File: config.mk
export PLATFORM = sky130hd
export DESIGN_NAME = dual_dntimer
export DESIGN_NICKNAME = d
export VERILOG_FILES = /design/src/rtl/dtmr_pkg.sv /design/src/rtl/dtmr_prescale.sv /design/src/rtl/dtmr_channel.sv /design/src/rtl/dual_dntimer.sv
export SDC_FILE = /design/constraint.sdc
export NUM_CORES = 1
export LEC_CHECK = 0
export BUFFER_PORTS_ARGS = -buffer_cell sky130_fd_sc_hd__buf_2
export CAP_MARGIN = 25
export CORE_AREA = 2 2 167 169
export DETAILED_ROUTE_END_ITERATION = 7
export DIE_AREA = 0 0 169 171
export HOLD_SLACK_MARGIN = 0.1
export PLACE_DENSITY = 0.58
export SLEW_MARGIN = 20
export SYNTH_ARGS = -nofsm -noshare
export SYNTH_HDL_FRONTEND = slang
export SYNTH_SLANG_ARGS = --single-unit
File: constraint.sdc
create_clock -name clk -period 5.2 [get_ports clk]
set_clock_uncertainty 0.05 [all_clocks]
set_input_delay 0.52 -clock clk [delete_from_list [all_inputs] [get_ports clk]]
set_output_delay 0.52 -clock clk [all_outputs]
set_load 0.02 [all_outputs]
File: src/rtl/dtmr_pkg.sv
package dtmr_pkg;
    localparam int N_CH   = 2;
    localparam int DIV_W  = 3;

    localparam int OFF_CTRL = 'h00;
    localparam int OFF_STAT = 'h04;

    typedef enum logic [1:0] {
        CH_IDLE  = 2'd0,
        CH_COUNT = 2'd1,
        CH_SPENT = 2'd2
    } ch_state_e;

    function automatic int en_bit(input int c);
        return 2 * c;
    endfunction

    function automatic int rl_bit(input int c);
        return 2 * c + 1;
    endfunction

    function automatic int src_bit(input int c);
        return 11 + c;
    endfunction

    function automatic int div_lsb(input int c);
        return 19 + DIV_W * c;
    endfunction

    function automatic int stat_bit(input int c);
        return 8 * c;
    endfunction

    function automatic int off_reload(input int c);
        return 'h10 + 8 * c;
    endfunction

    function automatic int off_value(input int c);
        return 'h14 + 8 * c;
    endfunction

    function automatic logic [31:0] ctrl_mask();
        logic [31:0] m;
        m = '0;
        for (int c = 0; c < N_CH; c++) begin
            m[en_bit(c)]  = 1'b1;
            m[rl_bit(c)]  = 1'b1;
            m[src_bit(c)] = 1'b1;
            for (int k = 0; k < DIV_W; k++) m[div_lsb(c) + k] = 1'b1;
        end
        return m;
    endfunction
endpackage

File: src/rtl/dtmr_prescale.sv
module dtmr_prescale
    import dtmr_pkg::*;
#(
    parameter int NCH  = N_CH,
    parameter int DW_S = DIV_W
) (
    input  logic                  clk,
    input  logic                  rst_n,
    input  logic [NCH*DW_S-1:0]   div_sel,
    output logic [NCH-1:0]        tick
);
    localparam int CNT_W = (1 << DW_S) - 1;

    logic [CNT_W-1:0] cnt_q;

    always_ff @(posedge clk or negedge rst_n) begin
        if (!rst_n) cnt_q <= '0;
        else        cnt_q <= cnt_q + 1'b1;
    end

    for (genvar c = 0; c < NCH; c++) begin : g_tap
        logic [CNT_W-1:0] low_mask;
        assign low_mask = ~({CNT_W{1'b1}} << div_sel[c*DW_S +: DW_S]);
        assign tick[c]  = &(cnt_q | ~low_mask);
    end
endmodule

File: src/rtl/dtmr_channel.sv
module dtmr_channel
    import dtmr_pkg::*;
#(
    parameter int W = 32
) (
    input  logic         clk,
    input  logic         rst_n,
    input  logic         en,
    input  logic         reload_en,
    input  logic         count_tick,
    input  logic         sw_load,
    input  logic [W-1:0] sw_data,
    input  logic [W-1:0] reload_val,
    output logic [W-1:0] value,
    output logic         expire
);
    ch_state_e state_q, state_d;
    logic      active, at_zero, fire;

    assign active  = en && (state_q != CH_SPENT);
    assign at_zero = (value == '0);
    assign fire    = active && count_tick && !sw_load;
    assign expire  = fire && at_zero;

    // transition logic
    always_comb begin
        state_d = state_q;
        unique case (state_q)
            CH_IDLE:  if (en) state_d = (expire && !reload_en) ? CH_SPENT : CH_COUNT; // ENABLE
            CH_COUNT: if (expire && !reload_en) state_d = CH_SPENT;                   // EXPIRE_ONESHOT
            CH_SPENT: if (sw_load) state_d = CH_COUNT;                                // REARM
            default:  state_d = CH_IDLE;
        endcase
        if (!en) state_d = CH_IDLE;                                                   // DISABLE
    end

    // state register
    always_ff @(posedge clk or negedge rst_n) begin
        if (!rst_n) state_q <= CH_IDLE;
        else        state_q <= state_d;
    end

    // count register
    always_ff @(posedge clk or negedge rst_n) begin
        if (!rst_n)       value <= '0;
        else if (sw_load) value <= sw_data;
        else if (fire)    value <= at_zero ? (reload_en ? reload_val : '0) : value - 1'b1;
    end

    AST_HOLD_WHEN_OFF: assert property (@(posedge clk) disable iff (!rst_n)
        (!en && !sw_load) |=> $stable(value));
    AST_STEP_DOWN: assert property (@(posedge clk) disable iff (!rst_n)
        (en && state_q != CH_SPENT && count_tick && !sw_load && value != '0)
        |=> (value == $past(value) - 1'b1));
    AST_RELOAD_AT_ZERO: assert property (@(posedge clk) disable iff (!rst_n)
        (en && reload_en && state_q != CH_SPENT && count_tick && !sw_load && value == '0)
        |=> (value == $past(reload_val)));
    AST_SPENT_SILENT: assert property (@(posedge clk) disable iff (!rst_n)
        (state_q == CH_SPENT) |-> !expire);
    AST_SW_LOAD_WINS: assert property (@(posedge clk) disable iff (!rst_n)
        sw_load |=> (value == $past(sw_data)));
endmodule

File: src/rtl/dual_dntimer.sv
module dual_dntimer
    import dtmr_pkg::*;
#(
    parameter int AW = 8,
    parameter int DW = 32
) (
    input  logic          clk,
    input  logic          rst_n,
    input  logic [AW-1:0] bus_addr,
    input  logic [DW-1:0] bus_wdata,
    input  logic          bus_wr,
    input  logic          bus_rd,
    output logic [DW-1:0] bus_rdata,
    input  logic          ref_tick,
    output logic          irq
);
    localparam logic [DW-1:0] CMASK = DW'(ctrl_mask());

    logic [DW-1:0]       ctrl_q;
    logic [N_CH-1:0]     flag_q;
    logic [N_CH-1:0]     expire;
    logic [N_CH-1:0]     pre_tick;
    logic [N_CH*DIV_W-1:0] div_sel;
    logic [DW-1:0]       reload_q [N_CH];
    logic [DW-1:0]       value    [N_CH];
    logic [DW-1:0]       stat_word;
    logic                wr_ctrl, wr_stat;

    assign wr_ctrl = bus_wr && (bus_addr == AW'(OFF_CTRL));
    assign wr_stat = bus_wr && (bus_addr == AW'(OFF_STAT));

    always_ff @(posedge clk or negedge rst_n) begin
        if (!rst_n)       ctrl_q <= '0;
        else if (wr_ctrl) ctrl_q <= bus_wdata & CMASK;
    end

    dtmr_prescale #(.NCH(N_CH), .DW_S(DIV_W)) u_pre (
        .clk     (clk),
        .rst_n   (rst_n),
        .div_sel (div_sel),
        .tick    (pre_tick)
    );

    for (genvar c = 0; c < N_CH; c++) begin : g_ch
        logic wr_reload, wr_value, count_tick;

        assign div_sel[c*DIV_W +: DIV_W] = ctrl_q[div_lsb(c) +: DIV_W];
        assign wr_reload  = bus_wr && (bus_addr == AW'(off_reload(c)));
        assign wr_value   = bus_wr && (bus_addr == AW'(off_value(c)));
        assign count_tick = ctrl_q[src_bit(c)] ? ref_tick : pre_tick[c];

        always_ff @(posedge clk or negedge rst_n) begin
            if (!rst_n)         reload_q[c] <= '0;
            else if (wr_reload) reload_q[c] <= bus_wdata;
        end

        dtmr_channel #(.W(DW)) u_ch (
            .clk        (clk),
            .rst_n      (rst_n),
            .en         (ctrl_q[en_bit(c)]),
            .reload_en  (ctrl_q[rl_bit(c)]),
            .count_tick (count_tick),
            .sw_load    (wr_value),
            .sw_data    (bus_wdata),
            .reload_val (reload_q[c]),
            .value      (value[c]),
            .expire     (expire[c])
        );

        // a clear by writing zero loses to an expiry in the same cycle
        always_ff @(posedge clk or negedge rst_n) begin
            if (!rst_n) flag_q[c] <= 1'b0;
            else        flag_q[c] <= (flag_q[c] && !(wr_stat && !bus_wdata[stat_bit(c)])) || expire[c];
        end

        AST_EXPIRY_SETS_FLAG: assert property (@(posedge clk) disable iff (!rst_n)
            expire[c] |=> flag_q[c]);
        AST_ZERO_WRITE_CLEARS: assert property (@(posedge clk) disable iff (!rst_n)
            (wr_stat && !bus_wdata[stat_bit(c)] && !expire[c]) |=> !flag_q[c]);
        AST_ONE_WRITE_KEEPS: assert property (@(posedge clk) disable iff (!rst_n)
            (wr_stat && bus_wdata[stat_bit(c)] && flag_q[c]) |=> flag_q[c]);
    end

    always_comb begin
        stat_word = '0;
        for (int c = 0; c < N_CH; c++) stat_word[stat_bit(c)] = flag_q[c];
    end

    always_comb begin
        bus_rdata = '0;
        if (bus_rd) begin
            if (bus_addr == AW'(OFF_CTRL)) bus_rdata = ctrl_q;
            if (bus_addr == AW'(OFF_STAT)) bus_rdata = stat_word;
            for (int c = 0; c < N_CH; c++) begin
                if (bus_addr == AW'(off_reload(c))) bus_rdata = reload_q[c];
                if (bus_addr == AW'(off_value(c)))  bus_rdata = value[c];
            end
        end
    end

    assign irq = |flag_q;

    AST_IRQ_FOLLOWS_EXPIRY: assert property (@(posedge clk) disable iff (!rst_n)
        (|expire) |=> irq);
endmodule

* Yosys cells after proc, flatten, opt, wreduce, memory -nomap -nowiden
Cells that the tools add are included.
** Storage, ports and cells
- Input bits :: 45
- Output and inout port bits :: 33
- Flip-flop bits (word level) :: 153
- Logic and storage cells :: 105
** Operators by class
- Bitwise operators :: 6
- Add/subtract/negate cells :: 3
- Reduce and logical (&&, ||, !) cells :: 42
- Muxes and demuxes :: 27
- Eq/ne operators :: 15
- Shifts and indexed selects :: 2
** Operators by type and width (count)
- $mux W32 :: 13
- $logic_not A32 Y1 :: 2
- $sub A32 B1 Y32 const B :: 2
- $mux W25 :: 2
- $eq A8 B5 Y1 const B :: 4
- $not A7 Y7 :: 4
- $logic_and A1 B1 Y1 :: 20
- $mux W2 :: 8
- $or A7 B7 Y7 :: 2
- $reduce_and A7 Y1 :: 2
- $shl A7 B3 Y7 const A :: 2
- $ne A3 B2 Y1 const B :: 4
- $pmux W2 S3 :: 2
- $eq A8 B3 Y1 const B :: 1
- $logic_not A1 Y1 :: 8
- $logic_not A8 Y1 :: 1
- $add A7 B1 Y7 const B :: 1
- $eq A2 B1 Y1 const B :: 2
- $eq A2 B2 Y1 const B :: 2
- $logic_not A2 Y1 :: 2
- $ne A2 B2 Y1 const B :: 2
- $reduce_and A2 Y1 :: 2
- $reduce_bool A2 Y1 :: 2
- $logic_or A1 B1 Y1 :: 2
- other kinds (2) :: 3

* Depth between registers and ports, before layout
- Depth in word-level cells :: 13
- Gate-level depth with buffers :: 9
- Depth with buffers taken out :: 8

* Hierarchy
A second synthesis with hierarchy kept.
** Second synthesis, totals
- Cell total of the unflattened synthesis :: 1080
- Area, all modules :: 9868.2 µm²
** By module, submodules not included
- dual_dntimer :: area each 4309.1 µm², cells an instance 397, instances 1, sequential area each 1951.9 µm²
- dtmr_channel (g_ch[1].u_ch) :: area each 2607.5 µm², cells an instance 313, instances 1, sequential area each 850.8 µm²
- dtmr_channel (g_ch[0].u_ch) :: area each 2563.7 µm², cells an instance 330, instances 1, sequential area each 850.8 µm²
- dtmr_prescale :: area each 387.9 µm², cells an instance 40, instances 1, sequential area each 175.2 µm²

* Worst setup path after synthesis
OpenSTA, ideal clock, no wires.
- Path kind :: input to output
- Start point :: input port bus_addr[2]
- End point :: output port bus_rdata[12]
- Path buffers :: 2
- Data required time :: 4630 ps
- Slack :: 2266 ps
- Arrival :: 2364 ps
- Stages on the path :: 6
- Path through :: buf_2 > or4b_2 > nor2_1 > clkbuf_1 > a22oi_1 > a31oi_1
** Between the ends
- Word-level cells in the longest chain between the ends :: 8
- Elaborated cells between the ends (all ways) :: 13
- Those cells by class :: eq/ne (5); mux (7); reduce/logical (1)
** RTL lines
- from (decl) :: RTL line dual_dntimer.sv:9 : input logic [AW-1:0] bus_addr,
- $logic_not A8 Y1 :: RTL line dual_dntimer.sv:92 : if (bus_addr == AW'(OFF_CTRL)) bus_rdata = ctrl_q;
- $mux W25 :: RTL line dual_dntimer.sv:92
- $mux W25 :: RTL line dual_dntimer.sv:93 : if (bus_addr == AW'(OFF_STAT)) bus_rdata = stat_word;
- $mux W32 :: RTL line dual_dntimer.sv:95 : if (bus_addr == AW'(off_reload(c))) bus_rdata = reload_q[c];
- $mux W32 :: RTL line dual_dntimer.sv:96 : if (bus_addr == AW'(off_value(c))) bus_rdata = value[c];
- $mux W32 :: RTL line dual_dntimer.sv:95
- $mux W32 (*) :: RTL line dual_dntimer.sv:96
- $mux W32 (*) :: RTL line dual_dntimer.sv:91 : if (bus_rd) begin
- to (decl) :: RTL line dual_dntimer.sv:13 : output logic [DW-1:0] bus_rdata,
Every way passes the cells marked *; elsewhere a longest branch is shown, timed or not.

* Final worst setup path
- Start point :: input port bus_addr[1]
- End point :: output port bus_rdata[16]
** Between the ends
- Word-level cells in the longest chain between the ends :: 7
- Elaborated cells between the ends (all ways) :: 11
- Those cells by class :: eq/ne (5); mux (6)
** RTL lines (RTL line)
- $eq A8 B3 Y1 :: dual_dntimer.sv:93
- $mux W25 :: dual_dntimer.sv:93
- $mux W32 :: dual_dntimer.sv:95
- $mux W32 :: dual_dntimer.sv:96
- $mux W32 :: dual_dntimer.sv:95
- $mux W32 (*) :: dual_dntimer.sv:96
- $mux W32 (*) :: dual_dntimer.sv:91
Marked as above.

==> out/qor.yml <==
grt:
  grt_pass1_wl_mm: 49.87
  grt_max_degree: 66
  grt_pass1_vias: 8282
  antenna_found_initial: 0
  grt_usage_pct: 22.36
  overflow: 0
sta:
  slew_viol_final: 0
  finalCritPeriodShare_pct: 67.02
  slew_headroom_pct: 30.10
  tns_ns: 0
  hold-worst-slack_ns: 0.3418
  worstMarginPinSlew_ns: 1.045
  period_needed_ns: 3.485
  max_freq_mhz: 287.0
  hold_violations: 0
  grt_setup_unrepaired: "false"
  setup_viol: 0
worst_hold_path:
  min_to: "g_ch[1].u_ch.value[17]"
  hold_class: "input pin to flop"
  hold_start: "bus_wdata[17]"
  whs_path_depth: 3
worst_setup_path:
  start_kind: "input pin"
  end_kind: "output port"
  rr_endpoint: "g_ch[1].u_ch.state_q[1]"
  regToRegStartpoint: "g_ch[1].u_ch.value[3]"
  required_ns: 4.63
  crit_fanout: 22
  reg2reg_depth: 5
  r2r_setup_slack_ns: 2.15
  crit_type: "input pin to output port"
  cp.arrival_ns: 2.91
clock_tree:
  cts_resized: 0
  cts_tree: "yes"
  clkSinkCount: 153
  cts_buffer_depth: 2
  cts_setup_buffers: 0
  clk_latency_ns: 0.44
  cts_htree_levels: 4
  clk_pin_slew_ns: 0.06
  hold_buffers: 1
  cts_root_buf: "clkbuf_16"
  cts_buffers: 17
power_and_ir_drop:
  peakVddDrop_uv: 259.8
  power_density_nw_per_um2: 403.3
  leakagePower_nw: 4.553
layout:
  utilization_pct: 39.09
  drive_above_1_share_pct: 21.78
  antenna_cells: 0
  area_delta_synth_final_pct: 13.68
  nNetsFinal: 1116
synthesis:
  syn-num-nets: 1080
  syn_inst: 1030
  synth_ff_type: "dfrtp_1"
  ys_types: 69
  syn_area_sq_um: 9395
  synth-seq-cells: 153
  synth-edff-count: 0
  ys_warn_count: 0
  avgSynthCellArea_sq_um: 9.122
  seq_area_frac_synth_pct: 40.75
  synthArstFlopShare_pct: 100.0
routing:
  antenna_left: 0
  wl_per_cell_um: 22.48
  drc: 0
  vias: 8610
  routed_wl_mm: 32.04
  firstDrtPassIters: 6
  post_drt_via_cell_ratio: 6.042
  drt-initial-drc-count: 874
run_status:
  status: "finished, final reports clean"
floorplan:
  row_count: 61
  core_sq_um: 27320
  pin_count: 78
  dieArea_sq_um: 28900
  start_util_pct: 34.39
  die_x_um: 169
  fp.dieH_um: 171
flow_run:
  drv_cap: 0
placed_design:
  numPortBuffers: 77
  dp_hpwl_mm: 22.09
  globalplace.congestion: 0.8979
power by group:
part | leakage (nW) | internal (W) | switching [W]
Sequential | 2.02 | 0.00141 | 0.000388
Clock | 0.292 | 0.000777 | 0.000530
Combinational | 2.25 | 0.000539 | 0.000659
Total | 4.55 | 0.00273 | 0.00158
routing by layer:
metal	vias up	GRT usage [%]	routed length (um)
met4	0	8.881	1061
met1	4243	30.67	13900
met5	-	0	0
met2	375	34.78	14540
met3	62	4.395	2534
li1	3930	-	-
through the flow:
stage	std cells	power [W]	cell area (sq um)	worst slack [ns]
2_1_floorplan	1030	0.002619	9395	2.266
3_3_place_gp	1391	0.002961	10060	1.498
4_1_cts	1425	0.004303	10680	1.729
5_1_grt	1425	0.004569	10680	1.598
6_report	1425	0.004308	10680	1.715
3_5_place_dp	1392	0.002994	10070	1.546
cell type report:
type                    instances  area (sq um)
clock buffers                  20         456.7
repair buffers                103         593.1
clock inverters                12         146.4
multi-input cells             782          5189
flip-flops and latches        153          3829
inverters                       9         33.78
fillers                      2731         16640
well taps                     346         432.9
sequential cells by signal (all words and copies together), names as in the netlist:
| register | count |
|---|---|
| g_ch.u_ch.value | 64 |
| reload_q | 64 |
| u_pre.cnt_q | 7 |
| flag_q | 2 |
| g_ch.u_ch.state_q | 4 |
| ctrl_q | 12 |
cell usage in the layout, fill, tap and decap left out, types with 4 or more instances in the layout:
master,instances
ha_1,5
nor2_1,86
o211ai_1,9
a21oi_1,64
o21ai_0,33
dfrtp_1,153
o221ai_1,9
nand4_1,6
nor3_1,25
inv_1,9
or2_2,5
buf_2,76
nand3_1,37
a221oi_1,8
a31oi_1,55
clkinv_2,5
buf_4,24
and2_1,5
o22ai_1,23
nand2_1,91
xor2_1,25
nor2b_1,6
or4_1,7
nor4_1,23
xnor2_1,26
o31ai_1,4
clkbuf_16,17
and3_1,24
a222oi_1,9
a22o_1,6
or3_1,10
a221o_1,10
a22oi_1,24
nand2b_1,8
mux2_2,76
o2bb2ai_1,11
kinds of logic after synthesis:
group / share of synthesized area [%]
AND/OR/NAND/NOR: 19.88
AO/OA/AOI/OAI: 20.20
flip-flops: 40.75
buffers and inverters: 4.195
multiplexers: 9.549
XOR/XNOR: 4.754
adder cells (fa/ha/maj): 0.6659
worst max path at each step:
stage                     start                endpoint  slack [ns]  depth (start not counted)
finish              bus_addr[1]           bus_rdata[16]        1.72                          7
global route        bus_addr[5]           bus_rdata[26]        1.60                          8
CTS                 bus_addr[1]           bus_rdata[16]        1.73                          7
detailed placement  bus_addr[1]  g_ch[0].u_ch.value[23]        1.55                          7
global placement    bus_addr[1]  g_ch[0].u_ch.value[29]        1.50                          7
floorplan           bus_addr[2]           bus_rdata[12]        2.27                          6
worst max-delay path: stages:
cell,delay [ns]
buf_2,0.13
or4b_2,0.70
nor2_2,0.49
buf_4,0.39
a222oi_1,0.14
a21oi_1,0.30
buf_2,0.23
Yosys cell counts, types with 5 or more instances:
library cell	n	area share [%]
nand3_1	37	2.0
o22ai_1	23	1.5
nor2_1	88	3.5
buf_2	20	1.1
o2bb2ai_1	11	1.0
or3_1	10	0.67
xor2_1	25	2.3
o21ai_0	33	1.8
or4_1	7	0.56
a21oi_1	64	3.4
nor2b_1	6	0.40
nor3_1	25	1.3
a222oi_1	9	0.96
o221ai_1	9	0.84
a221o_1	10	1.1
nand2_1	91	3.6
nand2b_1	8	0.53
ha_1	5	0.67
clkbuf_1	57	2.3
a31oi_1	55	3.7
a22oi_1	24	1.9
dfrtp_1	153	41
o211ai_1	9	0.72
nor4_1	23	1.5
or2_2	5	0.33
buf_1	6	0.24
xnor2_1	26	2.4
inv_1	9	0.36
nand4_1	6	0.40
mux2_2	76	9.1
and3_1	24	1.6
a22o_1	6	0.56
a221oi_1	8	0.75
No activity file was read; power rests on OpenSTA's default activity.
